### src/rtl/chg_guard_pkg.sv
package chg_guard_pkg;

    // Tick counts for a 10 us timebase
    localparam int unsigned NOM_OV_DET  = 25000; // 250 ms
    localparam int unsigned FAST_OV_DET = 100;   // 1 ms
    localparam int unsigned NOM_OV_REL  = 1600;  // 16 ms
    localparam int unsigned NOM_OC_DET  = 1600;  // 16 ms
    localparam int unsigned FAST_OC_DET = 800;   // 8 ms
    localparam int unsigned NOM_OC_REL  = 120;   // 1.2 ms

    typedef enum logic {
        FLT_CLEAR  = 1'b0,
        FLT_ACTIVE = 1'b1
    } flt_state_e;

    // Qualifying conditions for one fault channel
    typedef struct packed {
        logic det;
        logic rel;
    } flt_cond_t;

    function automatic int unsigned pick_ticks(input bit fast,
                                               input int unsigned nominal,
                                               input int unsigned quick);
        return fast ? quick : nominal;
    endfunction

    function automatic int unsigned cnt_width(input int unsigned limit);
        return (limit < 2) ? 1 : $clog2(limit);
    endfunction

endpackage

### src/rtl/chg_guard_timer.sv
module chg_guard_timer #(
    parameter int unsigned LIMIT = 4
) (
    input  logic clk,
    input  logic rst,
    input  logic tick,
    input  logic bypass,
    input  logic cond,
    output logic hit
);
    localparam int unsigned W = chg_guard_pkg::cnt_width(LIMIT);
    localparam logic [W-1:0] LAST = W'(LIMIT - 1);

    logic [W-1:0] cnt_q;

    // Fires on the edge carrying the LIMIT-th tick of an unbroken hold
    assign hit = cond && (bypass || (tick && (cnt_q == LAST)));

    always_ff @(posedge clk) begin
        if (rst || !cond || hit) begin
            cnt_q <= '0;
        end else if (tick) begin
            cnt_q <= cnt_q + W'(1);
        end
    end
endmodule

### src/rtl/chg_guard_fault.sv
module chg_guard_fault #(
    parameter int unsigned DET_TICKS = 4,
    parameter int unsigned REL_TICKS = 4
) (
    input  logic                    clk,
    input  logic                    rst,
    input  logic                    tick,
    input  logic                    bypass,
    input  chg_guard_pkg::flt_cond_t cond,
    output logic                    active
);
    import chg_guard_pkg::*;

    flt_state_e state_q;
    logic det_hit, rel_hit;
    logic det_run, rel_run;

    assign det_run = cond.det && (state_q == FLT_CLEAR);
    assign rel_run = cond.rel && (state_q == FLT_ACTIVE);

    chg_guard_timer #(.LIMIT(DET_TICKS)) det_tmr_i (
        .clk(clk), .rst(rst), .tick(tick), .bypass(bypass),
        .cond(det_run), .hit(det_hit)
    );

    chg_guard_timer #(.LIMIT(REL_TICKS)) rel_tmr_i (
        .clk(clk), .rst(rst), .tick(tick), .bypass(bypass),
        .cond(rel_run), .hit(rel_hit)
    );

    always_ff @(posedge clk) begin
        if (rst) begin
            state_q <= FLT_CLEAR;
        end else begin
            unique case (state_q)
                FLT_CLEAR:  if (det_hit) state_q <= FLT_ACTIVE;
                FLT_ACTIVE: if (rel_hit) state_q <= FLT_CLEAR;
                default:    state_q <= FLT_CLEAR;
            endcase
        end
    end

    assign active = (state_q == FLT_ACTIVE);
endmodule

### src/rtl/chg_guard.sv
module chg_guard #(
    parameter bit          FAST_VARIANT = 1'b0,
    parameter int unsigned OV_DET_TICKS = chg_guard_pkg::pick_ticks(FAST_VARIANT,
                                              chg_guard_pkg::NOM_OV_DET, chg_guard_pkg::FAST_OV_DET),
    parameter int unsigned OV_REL_TICKS = chg_guard_pkg::NOM_OV_REL,
    parameter int unsigned OC_DET_TICKS = chg_guard_pkg::pick_ticks(FAST_VARIANT,
                                              chg_guard_pkg::NOM_OC_DET, chg_guard_pkg::FAST_OC_DET),
    parameter int unsigned OC_REL_TICKS = chg_guard_pkg::NOM_OC_REL
) (
    input  logic clk,
    input  logic rst,
    input  logic tick,
    input  logic cell_ov,
    input  logic pn_load,
    input  logic pn_chg_excess,
    input  logic dly_bypass,
    input  logic zv_chg_en,
    output logic chg_en
);
    import chg_guard_pkg::*;

    localparam int NUM_FLT = 2;
    localparam int IDX_OV  = 0;
    localparam int IDX_OC  = 1;

    flt_cond_t        conds [NUM_FLT];
    logic [NUM_FLT-1:0] flt_act;
    logic             ov_flt, oc_flt;

    // Overcharge: release needs cell back below limit and a load present
    assign conds[IDX_OV].det = cell_ov;
    assign conds[IDX_OV].rel = !cell_ov && pn_load;
    // Excess charge: release needs charger gone and a load present
    assign conds[IDX_OC].det = pn_chg_excess;
    assign conds[IDX_OC].rel = pn_load && !pn_chg_excess;

    for (genvar g = 0; g < NUM_FLT; g++) begin : g_flt
        localparam int unsigned DT = (g == IDX_OV) ? OV_DET_TICKS : OC_DET_TICKS;
        localparam int unsigned RT = (g == IDX_OV) ? OV_REL_TICKS : OC_REL_TICKS;
        chg_guard_fault #(.DET_TICKS(DT), .REL_TICKS(RT)) flt_i (
            .clk(clk), .rst(rst), .tick(tick), .bypass(dly_bypass),
            .cond(conds[g]), .active(flt_act[g])
        );
    end

    assign ov_flt = flt_act[IDX_OV];
    assign oc_flt = flt_act[IDX_OC];
    assign chg_en = zv_chg_en || (flt_act == '0);
endmodule

### config.mk
export PLATFORM = sky130hd
export DESIGN_NAME = chg_guard
export DESIGN_NICKNAME = d
export VERILOG_FILES = /design/src/rtl/chg_guard_pkg.sv /design/src/rtl/chg_guard_timer.sv /design/src/rtl/chg_guard_fault.sv /design/src/rtl/chg_guard.sv
export SDC_FILE = /design/constraint.sdc
export NUM_CORES = 1
export LEC_CHECK = 0
export ABC_AREA = 1
export BUFFER_PORTS_ARGS = -buffer_cell sky130_fd_sc_hd__buf_2
export CORE_MARGIN = 5
export CORE_UTILIZATION = 50
export DETAILED_ROUTE_END_ITERATION = 10
export PLACE_DENSITY_LB_ADDON = 0.05
export SLEW_MARGIN = 20
export SYNTH_ARGS = -nofsm -noshare
export SYNTH_HDL_FRONTEND = slang
export SYNTH_HIERARCHICAL = 1
export SYNTH_SLANG_ARGS = --single-unit
### constraint.sdc
create_clock -name clk -period 1.3 [get_ports clk]
set_clock_uncertainty 0.15 [all_clocks]
set_input_delay 0.195 -clock clk [delete_from_list [all_inputs] [get_ports clk]]
set_output_delay 0.195 -clock clk [all_outputs]
set_load 0.05 [all_outputs]
* Word-level counts from Yosys, hierarchy flattened *
Index checks and enable logic that the tools add are counted.

storage, ports and cells
  output and inout bits = 1
  input port bits = 8
  logic and storage cells = 56
  register bits after elaboration = 46

cells by class
  add/sub/neg operators = 4
  reduce and logical (&&, ||, !) cells = 34
  muxes and demuxes = 6
  equality and inequality tests = 4
  bitwise logic cells = 2

operator list
  cell                                           number
  adder 11 x 1 -> 11 bit, second input constant  2
  equality test 11 bit, second input constant    2
  adder 15 x 1 -> 15 bit, second input constant  1
  equality test 15 bit, second input constant    1
  logical AND 1 bit                              14
  logical OR 1 bit                               13
  adder 7 x 1 -> 7 bit, second input constant    1
  equality test 7 bit, second input constant     1
  zero test 1 bit                                6
  two-way mux 1 bit                              4
  case mux 1 bit (2 select lines)                2
  zero test 2 bit                                1
  NOT 1 bit                                      2

* Depth between registers and ports, before layout *
  depth after elaboration = 6
  depth in mapped cells = 9
  gate-level depth less buffers = 9

* Cells and area by module *
The synthesis kept the hierarchy.

by module, submodules not included
  module                                          cells an instance  seq. area each (um^2)  area an instance (um^2)  instances
  chg_guard_timer (g_flt[0].flt_i.rel_tmr_i ...)  89                 220.2                  605.6                    2
  chg_guard_timer (g_flt[0].flt_i.det_tmr_i)      126                300.3                  869.6                    1
  chg_guard_timer (g_flt[1].flt_i.rel_tmr_i)      58                 140.1                  402.9                    1
  chg_guard_fault                                 10                 20.0                   53.8                     2
  chg_guard                                       5                  0.0                    20.0                     1

* Least setup slack after synthesis *
OpenSTA, ideal clock, no wires.

  kind = register to register
  start = reg g_flt[0].flt_i.det_tmr_i.cnt_q[0]
  end = reg g_flt[0].flt_i.det_tmr_i.cnt_q[1]
  setup slack = -0.126 ns
  setup time = 0.117 ns
  arrival = 1.160 ns
  required time = 1.033 ns
  buffers on the path = 1
  period minus slack after synthesis = 1.426 ns
  cell stages (with the launch flop) = 10
  path through = dfxtp_1 > ha_1 > nand2_1 > nor2_1 > nand2_1 > nor2_2 > nor2_4 > nand2_4 > buf_12 > nor2_2

on the way
  cells in the longest elaborated chain, start to end = 5
  elaborated cells between the ends (all ways) = 6
  classes of those cells = add/sub: 1; eq/ne: 1; reduce/logical: 4

ends and longest elaborated chain
  what                                                                            line                   source
  start, declared                                                                 chg_guard_timer.sv:14  logic [W-1:0] cnt_q;
  start signal, assigned                                                          chg_guard_timer.sv:23  cnt_q <= cnt_q + W'(1);
  parallel branches: the longest is 5 deep, another holds adder 15 x 1 -> 15 bit  -

Parallel ways; which one is timed is not known.
A chain may end at the register's enable or synchronous reset.

* Final worst setup path *
  start = reg g_flt[0].flt_i.det_tmr_i.cnt_q[0]
  end = reg g_flt[0].flt_i.det_tmr_i.cnt_q[8]

The elaborated chain is that of the path after synthesis.

==> flow_summary.json <==
{
  "synthCells": 387,
  "vias": 2522,
  "avgRoutedWirePerCell_um": 10.9,
  "die_y_um": 82.3,
  "cellLeakagePower_nw": 1.48,
  "p_per_area_nw_per_um2": 680,
  "drc_errors": 0,
  "grt_antenna_before_repair": 0,
  "finalHoldViolCount": 0,
  "clock_sinks": 46,
  "min_period_ps": 1370,
  "r2r_end": "g_flt[0].flt_i/det_tmr_i/cnt_q[8]",
  "die_x_um": 82.3,
  "h-tree-depth": 2,
  "port_buffers": 8,
  "nets": 481,
  "cts_root_buffer": "clkbuf_8",
  "drtIter0Drc": 96,
  "yosys_warnings": 6,
  "n_antenna_cell": 0,
  "grt_max_degree": 15,
  "critPathBufInv": 0,
  "required_ps": 1390,
  "row_count": 26,
  "slowest_stage": "dfxtp_4",
  "critPathMaxFanout": 12,
  "setup_violations": 35,
  "hpwl_um": 3760,
  "synth-seq-cells": 46,
  "setup_ws_ps": -70.9,
  "outcome": "finished, violations left",
  "crit_path_cell_trace": "ha_4 -> nand2_2 -> nor2_1 -> nand2_1 -> nor2_2 -> nor2_4 -> nand2_8 -> nor2_1",
  "drive_gt1_share_pct": 41.5,
  "grt_usage_pct": 18.0,
  "layout_commonest_cell": "nand2_1",
  "endpoint": "g_flt[0].flt_i/det_tmr_i/cnt_q[8]",
  "cts_tree": "built",
  "yosys.cell_types.count": 23,
  "tns_ps": -1200,
  "worstSetupStartpoint": "g_flt[0].flt_i/det_tmr_i/cnt_q[0]",
  "startpoint_type": "flip-flop",
  "via_per_inst": 4.67,
  "fin_crit_sh_pct": 105,
  "drtPass1Iterations": 4,
  "gp_congestion": 0.845,
  "drv_cap": 0,
  "die_area_um2": 6770,
  "drt-total-wl_um": 5910,
  "rsz0062_at_grt": "yes",
  "whs_ps": 127,
  "violations": "setup timing",
  "crit_family": "simple AND/OR/NAND/NOR gates",
  "grt_pass1_vias": 2310,
  "ff2ff_path_depth": 8,
  "reg2reg_from": "g_flt[0].flt_i/det_tmr_i/cnt_q[0]",
  "end_kind": "flip-flop",
  "hold_path.class": "in -> reg",
  "yosysSeqAreaShare_pct": 35.3,
  "start_util_pct": 51.5,
  "synth_nets": 399,
  "crit_cells": 8,
  "worstSetupPathType": "reg -> reg",
  "clk_latency_ps": 300,
  "arrival_ps": 1460,
  "avgSynthCellArea_um2": 6.75,
  "grt-ovfl-total": 0,
  "cts_buffer_depth": 2,
  "tightest_slew_ps": 262,
  "cts_hold_buf": 0,
  "maxSlewHeadroom_pct": 82.5,
  "antenna_left": 0,
  "peakVddDrop_v": 0.000512,
  "dp_slack_ps": -141,
  "grt_pass1_wl_um": 9610,
  "n_fill_cell": 413,
  "numCtsBuffers": 5,
  "slowest_delay_ps": 360,
  "syn_to_final_growth_pct": 42.2,
  "crit_top_cell": "nor2_1",
  "netlist_area_um2": 2610,
  "drv_slew": 0,
  "clk_pin_slew_worst_paths_ps": 90,
  "mostFrequentLayoutCells": "nand2_1 (83), inv_1 (62), buf_4 (57)",
  "core-area_um2": 5070,
  "ios": 9,
  "max_freq_ghz": 0.729,
  "reg2reg_slack_ps": -70
}
per-stage QoR:
step / utilization [%] / area, um^2 / cells / power, mW
3_3_place_gp: 61.9 / 3140 / 513 / 1.59
2_1_floorplan: - / 2670 / 387 / 1.54
4_1_cts: 65.9 / 3350 / 523 / 2.53
5_1_grt: 73.2 / 3710 / 540 / 2.64
6_report: 73.2 / 3710 / 540 / 2.53
3_5_place_dp: 61.9 / 3140 / 513 / 1.59
sequential cells by signal, summed over array words and instances (netlist names):
signal / flops
g_flt.flt_i/active: 2
g_flt.flt_i/rel_tmr_i/cnt_q: 18
g_flt.flt_i/det_tmr_i/cnt_q: 26
metal layers:
metal | GRT usage [%] | wire (um) | vias up
li1 | - | - | 1346
met1 | 22.7 | 2750 | 1149
met2 | 31.3 | 2950 | 18
met3 | 3.69 | 131 | 9
met4 | 4.65 | 77 | 0
met5 | 0 | 0 | -
worst min path at each step:
| stage | startpoint | to | depth (start not counted) |
|---|---|---|---|
| floorplan | rst | g_flt[0].flt_i/active | 3 |
| global placement | g_flt[1].flt_i/rel_tmr_i/cnt_q[5] | g_flt[1].flt_i/rel_tmr_i/cnt_q[5] | 4 |
| detailed placement | g_flt[1].flt_i/rel_tmr_i/cnt_q[5] | g_flt[1].flt_i/rel_tmr_i/cnt_q[5] | 4 |
| CTS | rst | g_flt[1].flt_i/active | 4 |
| global route | rst | g_flt[1].flt_i/active | 4 |
| finish | dly_bypass | g_flt[0].flt_i/det_tmr_i/cnt_q[14] | 4 |
area by class of cell:
type | instances | area, um^2 | share of cell area (%)
inverter | 64 | 240 | 6.47
clock buffer | 6 | 82.6 | 2.22
timing repair buffer | 77 | 618 | 16.6
multi-input combinational | 275 | 1720 | 46.2
clock inverter | 2 | 12.5 | 0.337
tap | 70 | 87.6 | 2.36
sequential | 46 | 955 | 25.7
power breakdown:
group,switching [mW],internal [mW]
combinational,0.111,0.0699
sequential,0.00910,1.41
clock,0.497,0.428
synthesized netlist by cell type (all sizes together):
| master | count | area [um^2] |
|---|---|---|
| a21oi | 5 | 25.0 |
| buf | 4 | 53.8 |
| dfxtp | 46 | 921 |
| ha | 4 | 50.1 |
| inv | 64 | 240 |
| mux2i | 3 | 30.0 |
| nand2 | 97 | 379 |
| nand3 | 35 | 218 |
| nand3b | 2 | 15.0 |
| nand4 | 5 | 31.3 |
| nor2 | 96 | 450 |
| nor3 | 2 | 10.0 |
| o21ai | 6 | 30.0 |
| xnor2 | 6 | 52.6 |
| xor2 | 12 | 105 |
what timing repair did:
action / in CTS / in global routing
gates cloned: 0 / 2
pin swaps: 8 / 40
endpoints found under the setup margin: 46 / 47
buffers inserted: 2 / 15
endpoints found under the hold margin: 0 / 0
resized for setup: 23 / 73
worst register-to-register path, stage by stage (launching register included):
cell and delay [ps]:
dfxtp_4 360, ha_4 160, nand2_2 60, nor2_1 30, nand2_1 70, nor2_2 50, nor2_4 170, nand2_8 130
nor2_1 120
cell families after synthesis:
logic type               count (synthesis)  synth area share, %
multiplexers                             3                 1.15
AO/OA/AOI/OAI                           11                 2.11
buffers and inverters                   68                 11.3
AND/OR/NAND/NOR                        237                 42.3
flip-flops                              46                 35.3
adder cells (fa/ha/maj)                  4                 1.92
XOR/XNOR                                18                 6.04
(Power assumes the default switching activity.)
